[config.mk]
export PLATFORM = sky130hd
export DESIGN_NAME = alu_slice
export DESIGN_NICKNAME = d
export VERILOG_FILES = /design/src/rtl/alu_pkg.sv /design/src/rtl/alu_ripple_adder.sv /design/src/rtl/alu_bitops.sv /design/src/rtl/alu_flag_gen.sv /design/src/rtl/alu_slice.sv
export SDC_FILE = /design/constraint.sdc
export NUM_CORES = 1
export LEC_CHECK = 0
export CAP_MARGIN = 20
export CORE_AREA = 3 3 40 42
export DETAILED_ROUTE_END_ITERATION = 8
export DIE_AREA = 0 0 43 45
export DONT_BUFFER_PORTS = 1
export PLACE_DENSITY = 0.8
export SETUP_SLACK_MARGIN = 0.05
export SLEW_MARGIN = 40
export SYNTH_ARGS = -nofsm -noshare
export SYNTH_HDL_FRONTEND = slang
export SYNTH_SLANG_ARGS = --single-unit
[constraint.sdc]
create_clock -name vclk -period 8.78
set_input_delay 0.439 -clock vclk [all_inputs]
set_output_delay 0.439 -clock vclk [all_outputs]
set_load 0.05 [all_outputs]
[src/rtl/alu_pkg.sv]
package alu_pkg;
  localparam int unsigned OP_W = 3;
  localparam logic [OP_W-1:0] OP_ADD  = 3'b000;
  localparam logic [OP_W-1:0] OP_ADDN = 3'b001;
  localparam logic [OP_W-1:0] OP_AND  = 3'b010;
  localparam logic [OP_W-1:0] OP_XOR  = 3'b011;
  localparam logic [OP_W-1:0] OP_SHR  = 3'b100;
  localparam logic [OP_W-1:0] OP_SHL  = 3'b101;
endpackage

[src/rtl/alu_ripple_adder.sv]
module alu_ripple_adder #(
  parameter int unsigned WIDTH = 8
) (
  input  logic [WIDTH-1:0] aug,
  input  logic [WIDTH-1:0] addend,
  input  logic             cin,
  output logic [WIDTH-1:0] sum,
  output logic             cout,
  output logic             ovf
);
  localparam int unsigned EXT = WIDTH + 1;

  logic [WIDTH:0] cy;
  assign cy[0] = cin;

  for (genvar i = 0; i < WIDTH; i++) begin : g_fa
    assign sum[i]  = aug[i] ^ addend[i] ^ cy[i];
    assign cy[i+1] = (aug[i] & addend[i]) | (cy[i] & (aug[i] ^ addend[i]));
  end

  assign cout = cy[WIDTH];
  assign ovf  = cy[WIDTH] ^ cy[WIDTH-1];

  always_comb begin
    assert_sum_R1: assert ({cout, sum} == EXT'({1'b0, aug}) + EXT'({1'b0, addend}) + EXT'(cin))
      else $error("ripple sum mismatch");
    assert_ovf_R10: assert (ovf == ((aug[WIDTH-1] == addend[WIDTH-1]) && (sum[WIDTH-1] != aug[WIDTH-1])))
      else $error("overflow rule mismatch");
  end
endmodule

[src/rtl/alu_bitops.sv]
module alu_bitops #(
  parameter int unsigned WIDTH = 8
) (
  input  logic [WIDTH-1:0] a,
  input  logic [WIDTH-1:0] b,
  input  logic             fill,
  output logic [WIDTH-1:0] and_r,
  output logic [WIDTH-1:0] xor_r,
  output logic [WIDTH-1:0] shr_r,
  output logic [WIDTH-1:0] shl_r
);
  assign and_r = a & b;
  assign xor_r = a ^ b;
  assign shr_r = {fill, a[WIDTH-1:1]};
  assign shl_r = {a[WIDTH-2:0], fill};
endmodule

[src/rtl/alu_flag_gen.sv]
module alu_flag_gen #(
  parameter int unsigned WIDTH = 8
) (
  input  logic [WIDTH-1:0] res,
  output logic             zf,
  output logic             sf
);
  assign zf = ~|res;
  assign sf = res[WIDTH-1];
endmodule

[src/rtl/alu_slice.sv]
module alu_slice #(
  parameter int unsigned WIDTH = 8
) (
  input  logic [WIDTH-1:0]         opnd_a,
  input  logic [WIDTH-1:0]         opnd_b,
  input  logic                     carry_in,
  input  logic [alu_pkg::OP_W-1:0] op_sel,
  output logic [WIDTH-1:0]         result,
  output logic                     flag_carry,
  output logic                     flag_zero,
  output logic                     flag_sign,
  output logic                     flag_ovf
);
  import alu_pkg::*;

  logic [WIDTH-1:0] add_in_a, add_sum, and_r, xor_r, shr_r, shl_r;
  logic             add_co, add_ov;

  assign add_in_a = (op_sel == OP_ADDN) ? ~opnd_a : opnd_a;

  alu_ripple_adder #(.WIDTH(WIDTH)) u_add (
    .aug(opnd_b), .addend(add_in_a), .cin(carry_in),
    .sum(add_sum), .cout(add_co), .ovf(add_ov)
  );

  alu_bitops #(.WIDTH(WIDTH)) u_bit (
    .a(opnd_a), .b(opnd_b), .fill(carry_in),
    .and_r(and_r), .xor_r(xor_r), .shr_r(shr_r), .shl_r(shl_r)
  );

  always_comb begin
    result     = '0;
    flag_carry = 1'b0;
    flag_ovf   = 1'b0;
    unique case (op_sel)
      OP_ADD, OP_ADDN: begin
        result     = add_sum;
        flag_carry = add_co;
        flag_ovf   = add_ov;
      end
      OP_AND: result = and_r;
      OP_XOR: result = xor_r;
      OP_SHR: begin
        result     = shr_r;
        flag_carry = opnd_a[0];
      end
      OP_SHL: begin
        result     = shl_r;
        flag_carry = opnd_a[WIDTH-1];
      end
      default: ;
    endcase
  end

  alu_flag_gen #(.WIDTH(WIDTH)) u_flags (
    .res(result), .zf(flag_zero), .sf(flag_sign)
  );

  always_comb begin
    if (op_sel == OP_SHR)
      assert_shr_R5: assert ({result, flag_carry} == {carry_in, opnd_a})
        else $error("right shift mismatch");
    if (op_sel == OP_SHL)
      assert_shl_R6: assert ({flag_carry, result} == {opnd_a, carry_in})
        else $error("left shift mismatch");
    if (op_sel == OP_AND || op_sel == OP_XOR)
      assert_carry_clear_R7: assert (!flag_carry) else $error("carry set on logic op");
    if (op_sel != OP_ADD && op_sel != OP_ADDN)
      assert_no_overflow_R10: assert (!flag_ovf) else $error("overflow on non-add op");
    assert_zero_R8: assert (flag_zero == (result == '0)) else $error("zero flag mismatch");
    if (flag_zero)
      assert_sign_R9: assert (!flag_sign) else $error("sign set on zero result");
    if (op_sel[2:1] == 2'b11)
      assert_unused_R11: assert (result == '0 && !flag_carry && flag_zero)
        else $error("unused op not cleared");
  end
endmodule

==> run summary <==
Rel. slew slack - 41.6%
Most frequent cells in the layout - 8 x fa_1, 8 x ha_1, 7 x xor2_1
Total number of vias - 729
Synth top area share - 19.7%
Required time worst endpoint - 8340 ps
Routed len/inst - 19.6 um
Setup violators final - 0
Layout cells sized above 1 - 13.3%
Yosys top cell by area - fa_1
P&R area growth vs syn - 1.69%
Die width - 43 um
CP Capture Type - output port
CP arrival - 5520 ps
Grt met1 use - 32.1%
Fin. max-slew vios - 0
Grt ovf - 0
Reg area - 0 sq um
VDD IR-drop max - 0.0558 mV
Fillcell total - 110
Maxcap violations - 0
Vias in the first global route - 768
Resized cells post-CTS - 0
Unique masters post-synth - 35
Remaining routing DRC violations - 0
Hold slack - 942 ps
Crit Path Category - in2out
Outcome - finished, final reports clean
Min-Delay Path Class - in2out
Port bufs - 0
Cells after synthesis - 96
Setup bufs post-CTS - 0
LEAKAGE - 0.344 nW
Largest net degree at the start of global routing - 23
Row count - 13
DRT Pass-1 Iters - 4
Post-Route WL - 2060 um
Ant. Diodes - 0
Core Footprint - 1280 sq um
Post-synthesis sequential area ratio - 0%
Initial antenna violation count - 0
Final-report hold violation count - 0
IO Pins - 32
Placer congestion estimate - 0.828
Fmax - 168 MHz
Global Route met3 Usage - 1.99%
Yosys warnings - 0
Pwr dens - 90.6 nW/um^2
Total track usage - 21.9%
Die area - 1940 sq um
Initial Utilization - 63.4%
Seq cells - 0
Vias per cell - 6.94
Least-Margin Pin Slew - 873 ps
Die Ht - 45 um
Iter 0 DRT Violations - 27
# hold bufs at CTS - 0
RSZ-0062 raised after global routing - false
Hpwl dp - 1590 um
Syn Area/Cell - 8.48 sq um
Fin crit period - 5960 ps
First-pass GRT wire length - 3370 um
Met2 usage - 37.1%
Gr busiest metal - met2
Clock buf count - 0
Final worst-path cycle share - 67.9%
Setup_tns - 0 ps
Post-Syn Area - 815 sq um
Final ANT Viol Nets - 0
CP max FO - 20
Top cells by area, synth - fa_1 20%, ha_1 12%, xor2_1 7.5%, a22oi_1 5.5%, nor4bb_1 4.9%
Final nets - 128
Synth Net Count - 132
Startpoint class of the critical path - input port
## layout make-up
type,count,area (sq um),share of cell area (%)
inverters,6,22.5,2.72
multi-input cells,81,764,92.3
repair buffers,3,22.5,2.72
well taps,15,18.8,2.27
## kinds of logic (layout without fill, tap and decap cells)
group,Yosys count,in the layout,share of synthesized area (%)
AOI/OAI and AO/OA,29,29,25.2
muxes,1,1,1.23
buffers and inverters,15,9,9.83
xor gates and xnor gates,9,9,9.68
adders and majority gates,16,16,32.0
and+or+nand+nor,26,26,22.1
## worst paths after layout
path | startpoint | to | cells past startpoint
min | op_sel[1] | flag_carry | 1
max | op_sel[0] | flag_zero | 17
## critical path, stage by stage
cell and delay [ps]:
inv_1 60, nor3_2 640, xor2_1 170, fa_1 430, fa_1 390, fa_1 400
fa_1 390, fa_1 370, inv_1 80, fa_1 180, fa_1 220, inv_1 60
fa_1 430, a32oi_1 190, nand3_1 140, nor4_1 360, and4b_1 570
## through the flow
stage / instances / setup slack (ps) / instance area, sq um / total power [mW] / util (%)
detailed placement: 105 / 2890 / 821 / 0.0741 / 63.9
finish: 105 / 2820 / 828 / 0.0751 / 64.5
global placement: 104 / 2980 / 796 / 0.0703 / 61.9
CTS: 105 / 2870 / 821 / 0.0746 / 63.9
global route: 105 / 2600 / 828 / 0.0815 / 64.5
floorplan: 96 / 2650 / 815 / 0.0653 / -
## report_power, final
group / switching [mW] / internal (mW)
sequential: 0 / 0
clock: 0 / 0
combinational: 0.0505 / 0.0245
total: 0.0505 / 0.0245
## synthesized netlist by cell type
cell,instances
a221o_1,1
fa_1,8
nand2_1,1
a32oi_1,1
xnor2_1,2
a31oi_1,6
and2b_1,1
nor2b_4,1
o21ai_0,5
o211ai_1,1
buf_4,1
nor3_1,1
buf_1,1
nor3_2,2
buf_2,4
buf_6,2
nand3_1,3
nor4bb_1,4
a211oi_1,2
nor4_1,1
o21bai_1,1
mux2i_1,1
inv_1,6
a22oi_1,6
a22o_1,2
o221ai_1,2
and3b_1,2
ha_1,8
and4b_1,1
xor2_1,7
nor2b_1,3
nor2_1,6
a21oi_1,1
clkbuf_1,1
a31o_2,1
## layer usage
| metal | up-vias | routed length, um |
|---|---|---|
| met5 | - | 0 |
| met2 | 37 | 1020 |
| li1 | 349 | - |
| met1 | 341 | 845 |
| met3 | 2 | 185 |
| met4 | 0 | 8 |
Note: power is estimated with default switching activity, not from simulation.
